--- src/rtl/hostreg_pkg.sv ---
package hostreg_pkg;

  // Fixed word positions; the configuration and reset-exempt groups follow them.
  localparam int MASTER_ADDR = 0;
  localparam int BRIDGE_ADDR = 1;
  localparam int CFG_BASE    = 2;

  // Bit of the master register that starts a software reset.
  localparam int SWRST_BIT = 0;

  typedef enum logic [2:0] {
    RG_NONE,
    RG_MASTER,
    RG_BRIDGE,
    RG_CFG,
    RG_KEEP
  } region_e;

endpackage

--- src/rtl/hostreg_decode.sv ---
module hostreg_decode
  import hostreg_pkg::*;
#(
  parameter int ADDR_W   = 4,
  parameter int NUM_CFG  = 4,
  parameter int NUM_KEEP = 4,
  parameter int IDX_W    = 2
) (
  input  logic [ADDR_W-1:0] addr,
  output region_e           region,
  output logic [IDX_W-1:0]  idx
);

  localparam int CFG_END   = CFG_BASE + NUM_CFG;
  localparam int KEEP_BASE = CFG_END;
  localparam int KEEP_END  = KEEP_BASE + NUM_KEEP;

  logic [31:0] a_w;

  always_comb begin
    a_w    = 32'(addr);
    region = RG_NONE;
    idx    = '0;
    if (a_w == 32'(MASTER_ADDR)) begin
      region = RG_MASTER;
    end else if (a_w == 32'(BRIDGE_ADDR)) begin
      region = RG_BRIDGE;
    end else if (a_w >= 32'(CFG_BASE) && a_w < 32'(CFG_END)) begin
      region = RG_CFG;
      idx    = IDX_W'(a_w - 32'(CFG_BASE));
    end else if (a_w >= 32'(KEEP_BASE) && a_w < 32'(KEEP_END)) begin
      region = RG_KEEP;
      idx    = IDX_W'(a_w - 32'(KEEP_BASE));
    end
  end

endmodule

--- src/rtl/hostreg_cfg_bank.sv ---
module hostreg_cfg_bank #(
  parameter int NUM    = 4,
  parameter int DATA_W = 16,
  parameter int IDX_W  = 2
) (
  input  logic                       clk,
  input  logic                       clr,
  input  logic                       we,
  input  logic [IDX_W-1:0]           idx,
  input  logic [DATA_W-1:0]          wdata,
  output logic [NUM-1:0][DATA_W-1:0] regs
);

  // One resettable word per configuration slot; every write loads the full word.
  for (genvar g = 0; g < NUM; g++) begin : g_word
    always_ff @(posedge clk) begin
      if (clr) begin
        regs[g] <= '0;
      end else if (we && (32'(idx) == g)) begin
        regs[g] <= wdata;
      end
    end
  end

endmodule

--- src/rtl/hostreg_keep_ram.sv ---
module hostreg_keep_ram #(
  parameter int DEPTH  = 4,
  parameter int DATA_W = 16,
  parameter int IDX_W  = 2
) (
  input  logic              clk,
  input  logic              we,
  input  logic [IDX_W-1:0]  waddr,
  input  logic [DATA_W-1:0] wdata,
  input  logic              re,
  input  logic [IDX_W-1:0]  raddr,
  output logic [DATA_W-1:0] rdata
);

  // No reset on purpose: this storage survives both reset sources and maps to block RAM.
  logic [DATA_W-1:0] mem [DEPTH];

  always_ff @(posedge clk) begin
    if (we) begin
      mem[waddr] <= wdata;
    end
    if (re) begin
      rdata <= mem[raddr];
    end
  end

endmodule

--- src/rtl/hostreg_ready_timer.sv ---
module hostreg_ready_timer #(
  parameter int CYCLES = 40000
) (
  input  logic clk,
  input  logic clr,
  output logic ready
);

  localparam int CNT_W = $clog2(CYCLES + 1);

  logic [CNT_W-1:0] cnt;

  always_ff @(posedge clk) begin
    if (clr) begin
      cnt   <= '0;
      ready <= 1'b0;
    end else if (!ready) begin
      cnt <= cnt + 1'b1;
      if (cnt == CNT_W'(CYCLES - 1)) begin
        ready <= 1'b1;
      end
    end
  end

endmodule

--- src/rtl/hostreg_bank.sv ---
module hostreg_bank
  import hostreg_pkg::*;
#(
  parameter int ADDR_W   = 4,
  parameter int DATA_W   = 16,
  parameter int NUM_CFG  = 4,
  parameter int NUM_KEEP = 4,
  parameter int CLK_KHZ  = 64000,
  parameter int READY_US = 625
) (
  input  logic                clk,
  input  logic                srst,
  input  logic [ADDR_W-1:0]   bus_addr,
  input  logic                bus_we,
  input  logic [DATA_W/8-1:0] bus_be,
  input  logic [DATA_W-1:0]   bus_wdata,
  output logic [DATA_W-1:0]   bus_rdata,
  output logic                port_ready
);

  localparam int BE_W      = DATA_W / 8;
  localparam int IDX_MAX   = (NUM_CFG > NUM_KEEP) ? NUM_CFG : NUM_KEEP;
  localparam int IDX_W     = (IDX_MAX > 1) ? $clog2(IDX_MAX) : 1;
  localparam int KEEP_END  = CFG_BASE + NUM_CFG + NUM_KEEP;
  localparam int READY_CYC = (CLK_KHZ * READY_US) / 1000;

  region_e                    region;
  logic [IDX_W-1:0]           idx;
  logic                       any_be;
  logic                       sw_pulse;
  logic                       clr_all;
  logic                       wr_ok;
  logic                       rd_ok;
  logic [DATA_W-1:0]          bridge_q;
  logic [NUM_CFG-1:0][DATA_W-1:0] cfg_regs;
  logic [DATA_W-1:0]          ram_q;
  logic [DATA_W-1:0]          rd_word_q;
  logic                       rd_from_ram;

  hostreg_decode #(
    .ADDR_W  (ADDR_W),
    .NUM_CFG (NUM_CFG),
    .NUM_KEEP(NUM_KEEP),
    .IDX_W   (IDX_W)
  ) i_decode (
    .addr  (bus_addr),
    .region(region),
    .idx   (idx)
  );

  // Any set byte enable makes a full-word transaction; none is accepted while a reset acts.
  assign any_be  = |bus_be;
  assign clr_all = srst | sw_pulse;
  assign wr_ok   = any_be & bus_we & ~clr_all;
  assign rd_ok   = any_be & ~bus_we & ~clr_all;

  // The master bit is itself cleared by the reset it starts, so the pulse is one cycle long.
  always_ff @(posedge clk) begin
    if (clr_all) begin
      sw_pulse <= 1'b0;
    end else if (wr_ok && region == RG_MASTER) begin
      sw_pulse <= bus_wdata[SWRST_BIT];
    end
  end

  // Bridge-mode word: only the hardware pin reaches it.
  always_ff @(posedge clk) begin
    if (srst) begin
      bridge_q <= '0;
    end else if (wr_ok && region == RG_BRIDGE) begin
      bridge_q <= bus_wdata;
    end
  end

  hostreg_cfg_bank #(
    .NUM   (NUM_CFG),
    .DATA_W(DATA_W),
    .IDX_W (IDX_W)
  ) i_cfg (
    .clk  (clk),
    .clr  (clr_all),
    .we   (wr_ok && region == RG_CFG),
    .idx  (idx),
    .wdata(bus_wdata),
    .regs (cfg_regs)
  );

  hostreg_keep_ram #(
    .DEPTH (NUM_KEEP),
    .DATA_W(DATA_W),
    .IDX_W (IDX_W)
  ) i_keep (
    .clk  (clk),
    .we   (wr_ok && region == RG_KEEP),
    .waddr(idx),
    .wdata(bus_wdata),
    .re   (rd_ok && region == RG_KEEP),
    .raddr(idx),
    .rdata(ram_q)
  );

  // Read capture for the resettable words; the RAM keeps its own output register.
  always_ff @(posedge clk) begin
    if (clr_all) begin
      rd_word_q   <= '0;
      rd_from_ram <= 1'b0;
    end else if (rd_ok) begin
      rd_from_ram <= (region == RG_KEEP);
      unique case (region)
        RG_MASTER: rd_word_q <= {{(DATA_W-1){1'b0}}, sw_pulse};
        RG_BRIDGE: rd_word_q <= bridge_q;
        RG_CFG:    rd_word_q <= cfg_regs[idx];
        default:   rd_word_q <= '0;
      endcase
    end
  end

  assign bus_rdata = rd_from_ram ? ram_q : rd_word_q;

  hostreg_ready_timer #(
    .CYCLES(READY_CYC)
  ) i_timer (
    .clk  (clk),
    .clr  (clr_all),
    .ready(port_ready)
  );

endmodule

--- config.mk ---
export PLATFORM = sky130hd
export DESIGN_NAME = hostreg_bank
export DESIGN_NICKNAME = d
export VERILOG_FILES = /design/src/rtl/hostreg_pkg.sv /design/src/rtl/hostreg_decode.sv /design/src/rtl/hostreg_cfg_bank.sv /design/src/rtl/hostreg_keep_ram.sv /design/src/rtl/hostreg_ready_timer.sv /design/src/rtl/hostreg_bank.sv
export SDC_FILE = /design/constraint.sdc
export NUM_CORES = 1
export LEC_CHECK = 0
export BUFFER_PORTS_ARGS = -buffer_cell sky130_fd_sc_hd__buf_4
export CORE_MARGIN = 2
export CORE_UTILIZATION = 56
export CTS_CLUSTER_DIAMETER = 80
export DETAILED_ROUTE_END_ITERATION = 10
export PLACE_DENSITY = 0.8
export SLEW_MARGIN = 20
export SYNTH_ARGS = -nofsm -noshare
export SYNTH_HDL_FRONTEND = slang
export SYNTH_SLANG_ARGS = --single-unit
--- constraint.sdc ---
create_clock -name clk -period 8.05 [get_ports clk]
set_input_delay 2.415 -clock clk [delete_from_list [all_inputs] [get_ports clk]]
set_output_delay 2.415 -clock clk [all_outputs]
set_load 0.01 [all_outputs]
# Word level (Yosys, flattened, before mapping)
# Memory sizes are Yosys's and may differ from the RTL's. A register that Yosys moved wholly into a read port is not among the register bits.
# Index checks and enable logic that the tools add are counted.
# Widths: inputs -> output; s select.
[word_totals]
mem_bits_rw = 64
out_inout_bits = 17
regBits = 115
in_bits = 25
elab_cells = 65
mem_count = 1
[classes]
n_eq_ne = 9
n_addsub = 3
order_cmp = 5
muxes = 16
reduce_logical = 14
n_bitwise = 7
[memory_table]
columns = ["memory", "depth", "word_bits", "rd", "rd_clocked_by_memory_dff", "write_ports", "line_no", "source"]
rows = [
  ["i_keep.mem", 4, 16, 1, 1, 1, "hostreg_keep_ram.sv:16", "logic [DATA_W-1:0] mem [DEPTH];"],
]
[ops]
columns = ["cell", "n"]
rows = [
  ["$pmux 16 s3", 1],
  ["$bmux 16 s2", 1],
  ["$mux 16", 2],
  ["$add 16x1->16 const B", 1],
  ["$eq 16x16->1 const B", 1],
  ["$mux 3", 4],
  ["$logic_and 1x1->1", 11],
  ["$mux 2", 4],
  ["$eq 3x2->1 const B", 2],
  ["$and 1x1->1", 4],
  ["$eq 2x2->1 const B", 2],
  ["$eq 4x1->1 const B", 1],
  ["$ge 4x2->1 const B", 1],
  ["$ge 4x3->1 const B", 1],
  ["$logic_not 4->1", 1],
  ["$lt 4x3->1 const B", 1],
  ["$lt 4x4->1 const B", 1],
  ["$mux 1", 4],
  ["$sub 2x2->2 const B", 2],
  ["$eq 3x1->1 const B", 1],
  ["$eq 3x3->1 const B", 1],
  ["$lt 2x3->1 const B", 1],
  ["$eq 2x1->1 const B", 1],
  ["$logic_not 2->1", 1],
  ["3 further kinds", 4],
]

# Longest topological paths before layout
[logic_depth]
depth_word = 10
ltp_mapped = 8
depth_no_buf = 5

# By module
# A second synthesis with hierarchy kept.
[hier_totals]
hier_cells = 654
area_unflattened_um2 = 8536.9
[modules_own_cells]
columns = ["module", "seq_area_each_um2", "area_per_inst_um2", "instances", "cells_per_inst"]
rows = [
  ["hostreg_keep_ram", 2402.3, 2857.7, 1, 104],
  ["hostreg_cfg_bank", 1281.2, 2549.9, 1, 229],
  ["hostreg_bank", 680.7, 2279.7, 1, 225],
  ["hostreg_ready_timer", 340.3, 779.5, 1, 84],
  ["hostreg_decode", 0.0, 70.1, 1, 12],
]

# Least setup slack after synthesis
# Ideal clock, no wire load.
[synth_path]
kind = "in2reg"
start = "input port srst"
end = "memory i_keep.mem[1][0], enable pin"
slack_ns = 3.005
n_path_buf = 1
required_ns = 7.620
t_arrival_ns = 4.614
stages = 4
setup_time_ns = 0.430
path_cell_list = "buf_2 -> nor3b_4 -> nand2_1 -> nor4_1"
[synth_between]
elab_chain_cells = 6
[synth_rtl]
columns = ["item", "line_no", "source"]
rows = [
  ["start: declaration", "hostreg_bank.sv:12", "input logic srst,"],
  ["$or 1x1->1", "hostreg_bank.sv:53", "assign clr_all = srst | sw_pulse;"],
  ["$not 1->1", "hostreg_bank.sv:54", "assign wr_ok = any_be & bus_we & ~clr_all;"],
  ["$and 1x1->1", "hostreg_bank.sv:54", ""],
  ["$logic_and 1x1->1", "hostreg_bank.sv:94", ".we (wr_ok && region == RG_KEEP),"],
  ["$mux 1", "hostreg_keep_ram.sv:19", "if (we) begin"],
  ["$mux 1 (not written as such)", "hostreg_keep_ram.sv:20", "mem[waddr] <= wdata;"],
  ["end: declaration", "hostreg_keep_ram.sv:16", ""],
]
# Every way passes these cells.

# Worst setup path after layout
[layout_path]
start = "input port bus_addr[0]"
end = "register bridge_q[15]"
[layout_between]
elab_chain_cells = 8
elab_cells_between_ends = 14
cone_classes = "4 x order compare; 2 x eq/ne; 4 x mux; 4 x reduce/logical"
[layout_rtl]
columns = ["item", "line_no", "source"]
rows = [
  ["start: declaration", "hostreg_bank.sv:13", "input logic [ADDR_W-1:0] bus_addr,"],
  ["$ge 4x3->1 / $lt 4x4->1 (equally long branches)", "hostreg_decode.sv:31", "end else if (a_w >= 32'(KEEP_BASE) && a_w < 32'(KEEP_END)) begin"],
  ["$logic_and 1x1->1", "hostreg_decode.sv:31", ""],
  ["$mux 3", "hostreg_decode.sv:31", ""],
  ["$mux 3", "hostreg_decode.sv:28", "end else if (a_w >= 32'(CFG_BASE) && a_w < 32'(CFG_END)) begin"],
  ["$mux 3", "hostreg_decode.sv:26", "end else if (a_w == 32'(BRIDGE_ADDR)) begin"],
  ["$mux 3 *", "hostreg_decode.sv:24", "if (a_w == 32'(MASTER_ADDR)) begin"],
  ["$eq 3x2->1 *", "hostreg_bank.sv:70", "end else if (wr_ok && region == RG_BRIDGE) begin"],
  ["$logic_and 1x1->1 *", "hostreg_bank.sv:70", ""],
  ["end signal: assignment", "hostreg_bank.sv:71", "bridge_q <= bus_wdata;"],
  ["end: declaration", "hostreg_bank.sv:34", "logic [DATA_W-1:0] bridge_q;"],
]
# Mark *: on every way between the ends. The rest lies on a longest branch, timed or not.
# A chain may end at the register's enable or synchronous reset.

==> metrics.cfg <==
[die]
chipHeight_um=124
design.core.area_um2=14000
rows=43
die_area_um2=15400
fp.dieW_um=124
io_pins=42
initial_core_util_pct=57.7

[critical_path]
worst_ep_arrival_time_ns=4.76
crit_path_max_fanout=40
r2r_setup_slack_ns=5.46
r2r_start=sw_pulse$_SDFFE_PP0P_
endpoint=bridge_q[15]$_SDFFE_PP0P_
worstPathRequired_ns=8.36
start_kind=input pin
reg2reg_depth=3
crit_type=in -> reg
critical_path_buf_inv_count=1
crit_path_cell_trace=buf_4 > nor4b_4 > nand3_2 > mux2i_1 > nor2_1
critical_path.slowest_cell=nor4b_4
critPathLaunch=bus_addr[0]
max_stage_delay_ns=0.81
crit_family=simple AND/OR/NAND/NOR gates
cp-end-kind=flop
r2r_end=i_keep.mem[3][7]$_DFFE_PP_
cp.depth=5

[clock_network]
cts.sinks=195
cts_tree=yes
cts_buffer_depth=2
clk_pin_slew_ns=0.07
cts_buffers=17
htreeDepth=4
clock_latency_ns=0.43
cts_hold_buffers=0
cts_setup_buffers=0
cts_resized=0
cts-root-buf=clkbuf_16

[sta]
setup_ws_ns=3.60
finalCriticalPeriod_ns=4.45
fin_skew_ns=0.00873
drv_slew=0
worst_slew_pin_slew_ns=1.11
setup_viol_count_final=0
fmax_mhz=225
rsz0062_at_grt=no
setup_tns_ns=0
finalCritPeriodShare_pct=55.3
hold_viol=0
relSlewSlack_pct=25.5

[synthesis]
async_flop_share_pct=0
syn_area_per_cell_um2=11.3
synth.distinct_cells=49
yosysSeqAreaShare_pct=58.3
syn-cell-area_um2=8070
yosys-top-cells-area=edfxtp_1, dfxtp_1, mux2i_1
synth_top_area_share_pct=29.8
yosysMostFrequentCell=dfxtp_1
netlist_top_cells_count=dfxtp_1, nor2_1, nand2_1, edfxtp_1, mux2i_1
synthFlopType=dfxtp_1
synth.ff_latch_count=195
netlist_instances=717
synth-edff-count=80
syn-num-nets=743
yosysWarnings=0
synth_area_leader_cell=edfxtp_1

[place]
numPortBuffers=41
hpwl_um=12000
pre_cts_ws_ns=3.19
gp_congestion=0.861

[status]
status=finished, final reports clean

[power]
leakage_nw=3.49
ir_worst_vdd_mv=0.157
p_per_area_nw_per_um2=225

[global_route]
grt_pass1_wl_um=29300
grt_max_degree=55
grt.overflow.total=0
antenna_found_initial=0
grt_pass1_vias=5531
grtUsageTotal_pct=25.9

[routing]
avgRoutedWirePerCell_um=20.7
firstDrtPassIters=6
drc=0
viasPerCell=6.17
vias=5713
drtIter0Drc=546
postRouteAntennaNets=0
routed_wirelength_um=19100

[min_path]
min_from=i_cfg.regs[4]$_SDFFE_PP0P_
hp-class=reg -> reg

[final_layout]
fin_util_pct=64.5
num_antenna_cells=0
synthToLayoutAreaGrowth_pct=11.8
drive_above_1_share_pct=16.8
finalNetCount=759

[flow_run]
cap_viol_max_count=0

power breakdown:
group	total, W	switching, W	internal [W]
Combinational	0.000133	0.0000832	0.0000497
Sequential	0.00105	0.00000955	0.00104
Clock	0.000845	0.000356	0.000489
Total	0.00203	0.000449	0.00158
state kept, by name (all words and copies together), names as in the netlist:
name / flops
i_keep.rdata: 16
i_cfg.regs: 64
bridge_q: 16
sw_pulse: 1
rd_from_ram: 1
rd_word_q: 16
i_timer.cnt: 16
i_keep.mem: 64
i_timer.ready: 1
layout by cell type, fill, tap and decap left out, drive strengths merged, types with 4 or more instances in the layout:
| cell | synthesis | final |
|---|---|---|
| and2 | 17 | 17 |
| clkinv | 0 | 6 |
| nor4 | 7 | 7 |
| inv | 3 | 6 |
| nand4 | 5 | 5 |
| a221o | 16 | 16 |
| mux2 | 32 | 32 |
| clkbuf | 25 | 19 |
| nand3 | 23 | 23 |
| a211oi | 17 | 17 |
| xnor2 | 10 | 10 |
| a21oi | 5 | 5 |
| mux2i | 68 | 68 |
| o21ai | 33 | 33 |
| nor3 | 6 | 6 |
| and3 | 4 | 4 |
| o221ai | 16 | 16 |
| dfxtp | 115 | 115 |
| a31oi | 16 | 16 |
| edfxtp | 80 | 80 |
| nand2 | 83 | 83 |
| buf | 25 | 47 |
| nor2 | 84 | 84 |
through the flow:
step	cells	cell area (µm²)	hold WS (ns)	total power, W
after floorplan	717	8070	0.435	0.00115
after detailed placement	894	8430	0.449	0.00120
after global routing	926	9020	0.481	0.00208
final	926	9020	0.461	0.00203
after CTS	926	9020	0.461	0.00203
after global placement	894	8420	0.443	0.00120
worst min-delay path by stage:
| stage | end | slack, ns | cells past startpoint |
|---|---|---|---|
| global route | i_cfg.regs[12]$_SDFFE_PP0P_ | 0.48 | 2 |
| floorplan | i_cfg.regs[13]$_SDFFE_PP0P_ | 0.43 | 2 |
| finish | i_cfg.regs[4]$_SDFFE_PP0P_ | 0.46 | 2 |
| global placement | i_cfg.regs[13]$_SDFFE_PP0P_ | 0.44 | 2 |
| CTS | i_cfg.regs[29]$_SDFFE_PP0P_ | 0.46 | 2 |
| detailed placement | i_cfg.regs[10]$_SDFFE_PP0P_ | 0.45 | 2 |
area by class of cell:
class	count	area [µm²]
clock buffers	19	433
clock inverters	13	158
fillers	1007	4970
inverters	3	11.3
multi-input cells	469	3140
flip-flops and latches	195	4700
well taps	180	225
repair buffers	47	353
routing by layer:
| metal | track usage [%] | routed length (µm) | share of wire (%) |
|---|---|---|---|
| met5 | 0 | 0 | 0 |
| met4 | 10.4 | 578 | 3.0 |
| met3 | 5.36 | 1530 | 8.0 |
| met2 | 44.7 | 9470 | 49 |
| met1 | 31.9 | 7560 | 39 |
tightest hold or removal path: stages, from the launching register on:
cell and delay (ns):
dfxtp_1 0.31, nand2_1 0.05, o21ai_0 0.06
cells by family after synthesis:
family | Yosys count | synth area share (%)
xor+xnor | 13 | 1.41
fa+ha+maj | 1 | 0.155
buf+inv | 53 | 3.37
flops | 195 | 58.3
simple gates | 247 | 14.3
mux | 100 | 12.9
compound gates | 108 | 9.54
Note: power is estimated with default switching activity, not from simulation.
